$ cat src/rtl/pio_pkg.sv
package pio_pkg;

    localparam int ADDR_W = 6;

    // register groups, each with set / clear / value ops
    localparam int GRP_OUT  = 0;
    localparam int GRP_OE   = 1;
    localparam int GRP_GPIO = 2;
    localparam int GRP_SEL0 = 3;
    localparam int GRP_SEL1 = 4;
    localparam int GRP_FEN  = 5;
    localparam int GRP_FDB  = 6;
    localparam int GRP_MASK = 7;
    localparam int GRP_ALT  = 8;
    localparam int GRP_LVL  = 9;
    localparam int GRP_POL  = 10;
    localparam int NGRP     = 11;
    localparam int GRP_STAT = 11;

    localparam logic [ADDR_W-1:0] A_PIN = 6'd44;
    localparam logic [ADDR_W-1:0] A_ISR = 6'd45;
    localparam logic [ADDR_W-1:0] A_DIV = 6'd46;

    typedef enum logic [1:0] {OP_SET = 2'd0, OP_CLR = 2'd1, OP_VAL = 2'd2, OP_AUX = 2'd3} op_e;

    typedef struct packed {
        logic [3:0] grp;
        op_e        op;
    } addr_t;

    typedef enum logic [2:0] {TRG_ANY, TRG_RISE, TRG_FALL, TRG_LOW, TRG_HIGH} trig_e;

    function automatic trig_e trig_decode(input logic alt, input logic lvl, input logic pol);
        if (!alt)      return TRG_ANY;
        else if (!lvl) return pol ? TRG_RISE : TRG_FALL;
        else           return pol ? TRG_HIGH : TRG_LOW;
    endfunction

    function automatic logic trig_event(input trig_e k, input logic cur, input logic prev);
        case (k)
            TRG_ANY:  return cur ^ prev;
            TRG_RISE: return cur & ~prev;
            TRG_FALL: return ~cur & prev;
            TRG_LOW:  return ~cur;
            TRG_HIGH: return cur;
            default:  return 1'b0;
        endcase
    endfunction

endpackage

$ cat src/rtl/pio_setclr_bank.sv
module pio_setclr_bank
    import pio_pkg::*;
#(
    parameter int N = 32,
    parameter int G = NGRP,
    parameter logic [G-1:0] ONES_AT_RESET = '0
) (
    input  logic                clk,
    input  logic                rst,
    input  logic                wr_en,
    input  addr_t               wr_addr,
    input  logic [N-1:0]        wr_data,
    output logic [G-1:0][N-1:0] q
);
    for (genvar g = 0; g < G; g++) begin : g_grp
        logic hit;
        assign hit = wr_en && (wr_addr.grp == 4'(g));
        always_ff @(posedge clk) begin
            if (rst)
                q[g] <= {N{ONES_AT_RESET[g]}};
            else if (hit && wr_addr.op == OP_SET)
                q[g] <= q[g] | wr_data;
            else if (hit && wr_addr.op == OP_CLR)
                q[g] <= q[g] & ~wr_data;
        end
    end
endmodule

$ cat src/rtl/pio_in_filter.sv
module pio_in_filter #(
    parameter int N        = 32,
    parameter int DIVW     = 16,
    parameter int DB_TICKS = 3
) (
    input  logic            clk,
    input  logic            rst,
    input  logic [N-1:0]    pad_in,
    input  logic [N-1:0]    flt_en,
    input  logic [N-1:0]    flt_db,
    input  logic [DIVW-1:0] div_val,
    output logic [N-1:0]    filt
);
    localparam int CW = $clog2(DB_TICKS + 1);

    logic [N-1:0]    sync1, sync2;
    logic [DIVW-1:0] div_cnt;
    logic            tick;

    always_ff @(posedge clk) begin
        if (rst) begin
            sync1 <= '0;
            sync2 <= '0;
        end else begin
            sync1 <= pad_in;
            sync2 <= sync1;
        end
    end

    // shared slow-clock divider for the debouncers
    assign tick = (div_cnt == div_val);
    always_ff @(posedge clk) begin
        if (rst || tick) div_cnt <= '0;
        else             div_cnt <= div_cnt + 1'b1;
    end

    for (genvar i = 0; i < N; i++) begin : g_line
        logic          prev_s, glitch_q, deb_q;
        logic [CW-1:0] stable_cnt;

        always_ff @(posedge clk) begin
            if (rst) begin
                prev_s   <= 1'b0;
                glitch_q <= 1'b0;
            end else begin
                prev_s <= sync2[i];
                if (sync2[i] == prev_s) glitch_q <= sync2[i];
            end
        end

        always_ff @(posedge clk) begin
            if (rst) begin
                deb_q      <= 1'b0;
                stable_cnt <= '0;
            end else if (sync2[i] == deb_q) begin
                stable_cnt <= '0;
            end else if (tick) begin
                if (stable_cnt == CW'(DB_TICKS - 1)) begin
                    deb_q      <= sync2[i];
                    stable_cnt <= '0;
                end else begin
                    stable_cnt <= stable_cnt + 1'b1;
                end
            end
        end

        always_comb begin
            if (!flt_en[i])     filt[i] = sync2[i];
            else if (flt_db[i]) filt[i] = deb_q;
            else                filt[i] = glitch_q;
        end
    end
endmodule

$ cat src/rtl/pio_irq.sv
module pio_irq
    import pio_pkg::*;
#(
    parameter int N = 32
) (
    input  logic         clk,
    input  logic         rst,
    input  logic [N-1:0] filt,
    input  logic [N-1:0] alt,
    input  logic [N-1:0] lvl,
    input  logic [N-1:0] pol,
    input  logic         clr_rd,
    output logic [N-1:0] isr
);
    logic [N-1:0] prev, ev;

    for (genvar i = 0; i < N; i++) begin : g_det
        trig_e kind;
        assign kind  = trig_decode(alt[i], lvl[i], pol[i]);
        assign ev[i] = trig_event(kind, filt[i], prev[i]);
    end

    always_ff @(posedge clk) begin
        if (rst) begin
            prev <= '0;
            isr  <= '0;
        end else begin
            prev <= filt;
            isr  <= (clr_rd ? '0 : isr) | ev;
        end
    end
endmodule

$ cat src/rtl/pio_bank.sv
module pio_bank
    import pio_pkg::*;
#(
    parameter int N        = 32,
    parameter int DIVW     = 16,
    parameter int DB_TICKS = 3
) (
    input  logic              clk,
    input  logic              rst,
    input  logic              wr_en,
    input  logic [ADDR_W-1:0] wr_addr,
    input  logic [N-1:0]      wr_data,
    input  logic              rd_en,
    input  logic [ADDR_W-1:0] rd_addr,
    output logic [N-1:0]      rd_data,
    input  logic [N-1:0]      pad_in,
    output logic [N-1:0]      pad_out,
    output logic [N-1:0]      pad_oe,
    input  logic [4*N-1:0]    per_out,
    input  logic [4*N-1:0]    per_oe,
    output logic [N-1:0]      per_in,
    output logic              irq
);
    localparam logic [NGRP-1:0] ONES = NGRP'(1) << GRP_GPIO;

    logic [NGRP-1:0][N-1:0] cfg;
    logic [N-1:0]           out_q, gpio_q, isr_q, filt;
    logic [DIVW-1:0]        div_q;
    logic                   clr_rd;
    addr_t                  ra;

    pio_setclr_bank #(.N(N), .G(NGRP), .ONES_AT_RESET(ONES)) u_regs (
        .clk    (clk),
        .rst    (rst),
        .wr_en  (wr_en),
        .wr_addr(addr_t'(wr_addr)),
        .wr_data(wr_data),
        .q      (cfg)
    );

    assign out_q  = cfg[GRP_OUT];
    assign gpio_q = cfg[GRP_GPIO];

    always_ff @(posedge clk) begin
        if (rst)                              div_q <= '0;
        else if (wr_en && wr_addr == A_DIV)   div_q <= DIVW'(wr_data);
    end

    pio_in_filter #(.N(N), .DIVW(DIVW), .DB_TICKS(DB_TICKS)) u_filt (
        .clk    (clk),
        .rst    (rst),
        .pad_in (pad_in),
        .flt_en (cfg[GRP_FEN]),
        .flt_db (cfg[GRP_FDB]),
        .div_val(div_q),
        .filt   (filt)
    );

    assign clr_rd = rd_en && (rd_addr == A_ISR);

    pio_irq #(.N(N)) u_irq (
        .clk   (clk),
        .rst   (rst),
        .filt  (filt),
        .alt   (cfg[GRP_ALT]),
        .lvl   (cfg[GRP_LVL]),
        .pol   (cfg[GRP_POL]),
        .clr_rd(clr_rd),
        .isr   (isr_q)
    );

    assign per_in = filt;
    assign irq    = |(isr_q & cfg[GRP_MASK]);

    // per-line output mux
    for (genvar i = 0; i < N; i++) begin : g_mux
        logic [1:0] fn;
        assign fn = {cfg[GRP_SEL1][i], cfg[GRP_SEL0][i]};
        always_comb begin
            if (gpio_q[i]) begin
                pad_out[i] = out_q[i];
                pad_oe[i]  = cfg[GRP_OE][i];
            end else begin
                pad_out[i] = per_out[int'(fn) * N + i];
                pad_oe[i]  = per_oe[int'(fn) * N + i];
            end
        end
    end

    // read port
    assign ra = addr_t'(rd_addr);
    always_ff @(posedge clk) begin
        if (rst) begin
            rd_data <= '0;
        end else if (rd_en) begin
            rd_data <= '0;
            if (int'(ra.grp) < NGRP && ra.op == OP_VAL)
                rd_data <= cfg[ra.grp];
            else if (rd_addr == A_PIN)
                rd_data <= filt;
            else if (rd_addr == A_ISR)
                rd_data <= isr_q;
            else if (rd_addr == A_DIV)
                rd_data <= N'(div_q);
        end
    end
endmodule

$ cat config.mk
export PLATFORM = sky130hd
export DESIGN_NAME = pio_bank
export DESIGN_NICKNAME = d
export VERILOG_FILES = /design/src/rtl/pio_pkg.sv /design/src/rtl/pio_setclr_bank.sv /design/src/rtl/pio_in_filter.sv /design/src/rtl/pio_irq.sv /design/src/rtl/pio_bank.sv
export SDC_FILE = /design/constraint.sdc
export NUM_CORES = 2
export LEC_CHECK = 0
export ABC_AREA = 1
export BUFFER_PORTS_ARGS = -buffer_cell sky130_fd_sc_hd__buf_2
export CORE_MARGIN = 5
export CORE_UTILIZATION = 50
export DETAILED_ROUTE_END_ITERATION = 10
export PLACE_DENSITY = 0.7
export SLEW_MARGIN = 25
export SYNTH_ARGS = -nofsm -noshare
export SYNTH_HDL_FRONTEND = slang
export SYNTH_SLANG_ARGS = --single-unit
export TNS_END_PERCENT = 10
$ cat constraint.sdc
create_clock -name clk -period 2.2 [get_ports clk]
set_input_delay 0.44 -clock clk [delete_from_list [all_inputs] [get_ports clk]]
set_output_delay 0.44 -clock clk [all_outputs]
set_load 0.03 [all_outputs]
After elaboration in Yosys (flattened, before gate mapping)
Cells that the tools add are included.
W data, S select, Z words.
{ "classes": {"n_addsub": 64, "multipliers": 0, "n_div": 0, "order_cmp": 34, "n_eq_ne": 241, "shifts": 0, "n_mux": 539, "bitwise_logic": 217, "n_reduce_logical": 147} }
{ "ops": {"columns": ["op", "n"], "rows": [
  ["$mux W32", 27],
  ["$bmux W1 S7", 62],
  ["$and A32 B32 Y32", 12],
  ["$or A32 B32 Y32", 12],
  ["$mux W3", 96],
  ["$mux W1", 254],
  ["$lt A8 B8 Y1 const B", 31],
  ["$eq A3 B2 Y1 const B", 64],
  ["$pmux W1 S5", 32],
  ["$add A7 B5 Y8 const B", 16],
  ["$bmux W32 S4", 1],
  ["$mux W2", 64],
  ["$eq A3 B1 Y1 const B", 32],
  ["$eq A3 B3 Y1 const B", 32],
  ["$logic_not A3 Y1", 32],
  ["$not A1 Y1", 96],
  ["$reduce_and A3 Y1", 32],
  ["$eq A2 B2 Y1 const B", 33],
  ["$add A2 B1 Y2 const B", 32],
  ["$add A7 B4 Y8 const B", 8],
  ["$and A1 B1 Y1", 64],
  ["$eq A1 B1 Y1", 64],
  ["$reduce_or A2 Y1", 32],
  ["$logic_and A1 B1 Y1", 36],
  ["other kinds (23)", 78]
]} }
{ "word_totals": {"regBits": 704, "latch_bits": 0, "ram_bits": 0, "romBits": 0, "input_bits": 336, "mem_count": 0} }

Longest topological paths before layout
{ "depth": {"ltp_word": 6, "mapped_depth": 12, "mapped_depth_nobuf": 11} }

Hierarchy
Synthesis repeated with hierarchy kept, for this count alone.
{ "hier_totals": {"hier_cells": 6486, "hier_area_um2": 41001.8} }
{ "by_module_without_submodules": {"columns": ["mod", "instances", "cells_per_inst", "area_per_inst_um2", "seq_area_each_um2"], "rows": [
  ["pio_setclr_bank", 1, 2039, 14905.5, 7046.8],
  ["pio_in_filter", 1, 1489, 10224.8, 4804.6],
  ["pio_bank", 1, 2002, 9593.0, 960.9],
  ["pio_irq", 1, 956, 6278.5, 1281.2]
]} }

Worst setup path after synthesis
OpenSTA, ideal clock, no wires.
{ "synth_timing": {"kind": "flip-flop to flip-flop", "startpoint": "register u_filt.sync2[30]", "endpoint": "register u_irq.isr[30]", "setup_time_ns": 0.070, "t_arrival_ns": 1.791, "setup_slack_ns": 0.339, "path_stages_with_launch": 8, "period_less_slack_ns": 1.861, "path_cell_list": "dfxtp_1 -> inv_1 -> o21ai_0 -> ha_1 -> a211oi_1 -> nand2_1 -> nand3_1 -> a21oi_1"} }
{ "synth_between": {"elab_chain_len": 5, "word_cells_on_any_way": 7, "classes_between": "mux (2); bitwise (5)"} }
{ "synth_rtl": {"columns": ["item", "line", "rtl"], "rows": [
  ["start: declaration", "pio_in_filter.sv:16", "logic [N-1:0] sync1, sync2;"],
  ["start signal: assignment", "pio_in_filter.sv:26", "sync2 <= sync1;"],
  ["$mux W1 *", "pio_in_filter.sv:68", "if (!flt_en[i]) filt[i] = sync2[i];"],
  ["net per_in[30]", "pio_bank.sv:21", "output logic [N-1:0] per_in,"],
  ["$not A1 Y1", "pio_pkg.sv:43, pio_pkg.sv:44", null],
  ["$and A1 B1 Y1", "pio_pkg.sv:43", "TRG_FALL: return ~cur & prev;"],
  ["$pmux W1 S5 *", "pio_pkg.sv:40", "case (k)"],
  ["$or A32 B32 Y32 *", "pio_irq.sv:29", "isr <= (clr_rd ? '0 : isr) | ev;"],
  ["end signal: assignment", "pio_irq.sv:29", null],
  ["end: declaration", "pio_irq.sv:13", "output logic [N-1:0] isr"]
]} }
The timed path passes the listed nets; every way through them passes the cells marked *.
A chain may end at the register's enable or synchronous reset.

Worst setup path after layout
{ "layout_timing": {"startpoint": "register u_irq.isr[29]", "endpoint": "output port irq"} }
{ "layout_between": {"elab_chain_len": 2} }
{ "layout_rtl": {"columns": ["item", "line", "rtl"], "rows": [
  ["$and A32 B32 Y32", "pio_bank.sv:73", "assign irq = |(isr_q & cfg[GRP_MASK]);"],
  ["$reduce_or A32 Y1", "pio_bank.sv:73", null],
  ["end: declaration", "pio_bank.sv:22", "output logic irq"]
]} }
Every way passes these cells.

==> results.toml <==
[status]
run_status = "finished with violations"
violated_checks = "setup timing"

[flow_run]
cap_violations = 0

[cts]
clk_sink_count = 704
ctsRootBufferMaster = "clkbuf_16"
worstSkewPairLatency_ns = 0.62
cts-root-to-sink-buffers = 3
htreeDepth = 3
cts.clk_slew.worst_paths_ns = 0.06
post_cts_hold_buffer_count = 0
cts_tree = "yes"
total_clock_buffers_created_by_cts = 75

[sta]
final.setup.worst_slack_ns = -0.255
min_period_ns = 2.45
max_freq_mhz = 407
tightest_slew_ns = 0.944
slew_violations = 0
finalHoldWorstSlack_ns = 0.0320
setup_viol = 2
clock-skew-final_ns = 0.0298
rsz0062_at_grt = "yes"
period_share = 1.12
final_hold_viol_count = 0
slew_headroom = 0.370

[setup_path]
crit_type = "register to primary output"
critical_path.reg2reg.endpoint = "u_filt.g_line[10].stable_cnt[0]"
timing.critical_path.slowest_cell_delay_ns = 0.33
cp_data_required_time_ns = 1.76
cp_max_fo = 3
ff2ff_setup_slack_ns = 0.29
worstRegToRegCells = 11
worstSetupEndpointType = "primary output"
cp_slowest_cell = "dfxtp_1"
critical_path.startpoint_type = "register"
cp_cell_sequence = "nand2_2, nand4_1, nor4_2, buf_4, nand3_4, buf_6"
critical_path_buf_inv_count = 2
path_delay_family = "simple AND/OR/NAND/NOR gates"
arrival_ns = 2.01
worstReg2RegStart = "u_filt.div_cnt[9]"

[synth]
synth_enable_flop_cells = 0
ys_async_rst_share = 0
netlist_area_um2 = 37300
synth_cell_types = 40
yosys-top-cells-area = "dfxtp_1, nand2_1, o21ai_0, nor2_1, a21oi_1"
synth_warnings = 0
synth.avg_cell_area_um2 = 6.69
synthCells = 5571
ys_seq_elements = 704
syn_nets = 6052
netlist.top_cell.by_area = "dfxtp_1"
yosys.area.top_type_share = 0.378
synth-seq-area-share = 0.378
synth-main-ff-cell = "dfxtp_1"

[route]
drc = 0
drt_pass1_iterations = 6
route.final.wire_length_um = 142000
antenna_left = 0
drt-vias-per-instance = 5.74
vias_post_dr = 40045
iteration_0_drc_markers = 4508
wl_per_cell_um = 20.3

[global_route]
grt_remaining_overflow = 0
initial_antenna_violation_count = 21
grt_first_pass_wirelength_um = 214000
largest_net_degree_at_the_start_of_global_routing = 153
grt.total_usage = 0.334
via_count_of_the_first_global_routing_pass = 35941

[final_layout]
num-fill-cells = 7000
final_design_area_no_fill_um2 = 44600
mostFrequentLayoutCells = "nand2_1, o21ai_0, nor2_1"
final_util = 0.601
flow.area_growth_from_synthesis_pct = 19.5
mostFrequentLayoutCell = "nand2_1"
post_route_cells_drive_above_1_share = 0.169
finalNetCount = 6418

[die]
ioPinCount = 465
die-area_um2 = 80100
core_um2 = 74200
initial_core_utilization = 0.502
chipHeight_um = 283
core.rowCount = 100
chipWidth_um = 283

[place]
hpwl_um = 101000
gp_congestion = 1.10
port_buffers = 464
detailed_place.area_um2 = 41000

[power_and_ir_drop]
power.density_nw_per_um2 = 681
vdd.ir_drop.worst_uv = 520
power.leakage_nw = 18.3

[hold_path]
worstHoldEndpoint = "u_filt.sync1[16]"
hold_depth = 3
holdCritPathClass = "input port to register"
hold_startpoint = "pad_in[16]"
## cell usage after synthesis (2+ instances only)
cell type	n
nand2_2	3
dfxtp_1	704
a21oi_2	15
nand3_1	225
a211oi_1	8
nor2_4	2
a21oi_1	511
o21ai_0	771
o311ai_0	29
buf_1	10
nor2_2	10
o21ai_2	6
inv_1	510
o311ai_1	3
buf_2	75
nor3_1	75
xnor2_1	33
nand4_1	64
xor2_1	6
a31oi_1	18
o21ai_1	7
ha_1	145
nand2_1	1231
a22o_1	3
clkbuf_1	215
o21bai_1	2
nor2_1	704
o211ai_1	73
o32ai_1	64
nor3_2	4
inv_2	6
or2_0	2
buf_4	26
nand2_4	2
buf_6	4
## power breakdown
group	total, mW	switching [mW]	leakage, nW	internal [mW]
logic	3.34	2.27	11.2	1.08
clock network	13.8	5.43	1.32	8.41
registers	13.2	0.212	5.75	13.0
## worst register-to-register path: cells and delay by family (launching register included)
family                 cells  cell delay [ns]
AND/OR/NAND/NOR            8             0.87
flip-flops                 1             0.49
buffers and inverters      3             0.46
## worst max path at each step
stage / from / endpoint / cells past startpoint
3_5_place_dp: u_irq.isr[24] / irq / 6
6_report: u_irq.isr[29] / irq / 6
4_1_cts: u_irq.isr[24] / irq / 6
5_1_grt: u_irq.isr[24] / irq / 6
3_3_place_gp: u_irq.isr[24] / irq / 6
2_1_floorplan: u_filt.sync2[30] / u_irq.isr[30] / 7
## final cells by class
class	count	area [µm²]	share of cell area
Multi-Input combinational cell	4020	20200	0.454
Tap cell	969	1210	0.0272
Antenna cell	19	47.5	0.00107
Clock buffer	105	2240	0.0504
Timing Repair Buffer	619	4180	0.0939
Clock inverter	29	435	0.00977
Sequential cell	704	14200	0.319
Inverter	517	1960	0.0440
## routing by layer
layer / up-vias / share of wire / wire length, µm / GRT usage
met2: 2133 / 0.42 / 59300 / 0.494
met4: 8 / 0.041 / 5860 / 0.137
li1: 19155 / - / - / -
met3: 325 / 0.12 / 17300 / 0.0869
met5: - / 0.00030 / 42 / 0
met1: 18424 / 0.42 / 59100 / 0.465
## repair_timing
| action | CTS | global route |
|---|---|---|
| gates resized for setup | 205 | 153 |
| setup buffers | 6 | 1 |
| endpoints found under the setup margin | 85 | 84 |
| cloned | 0 | 0 |
| pin swaps | 8 | 4 |
## through the flow
stage                     cells  setup TNS, ns  total power, mW  worst slack [ns]
final                      6982         -0.262             30.4            -0.255
after CTS                  6962         -0.298             30.4            -0.271
after global placement     6822              0             16.6             0.232
after detailed placement   6822              0             16.7             0.216
after global routing       6977         -0.829             31.4            -0.268
after floorplan            5571              0             15.4             0.339
## cell families after synthesis
kind of cell               count (synthesis)  synth area share
adders and majority gates                145            0.0487
xor gates and xnor gates                  39           0.00916
DFF                                      704             0.378
AOI/OAI and AO/OA                       1510             0.221
buffers and inverters                    847            0.0912
and+or+nand+nor                         2326             0.252
Note: power is estimated with default switching activity, not from simulation.
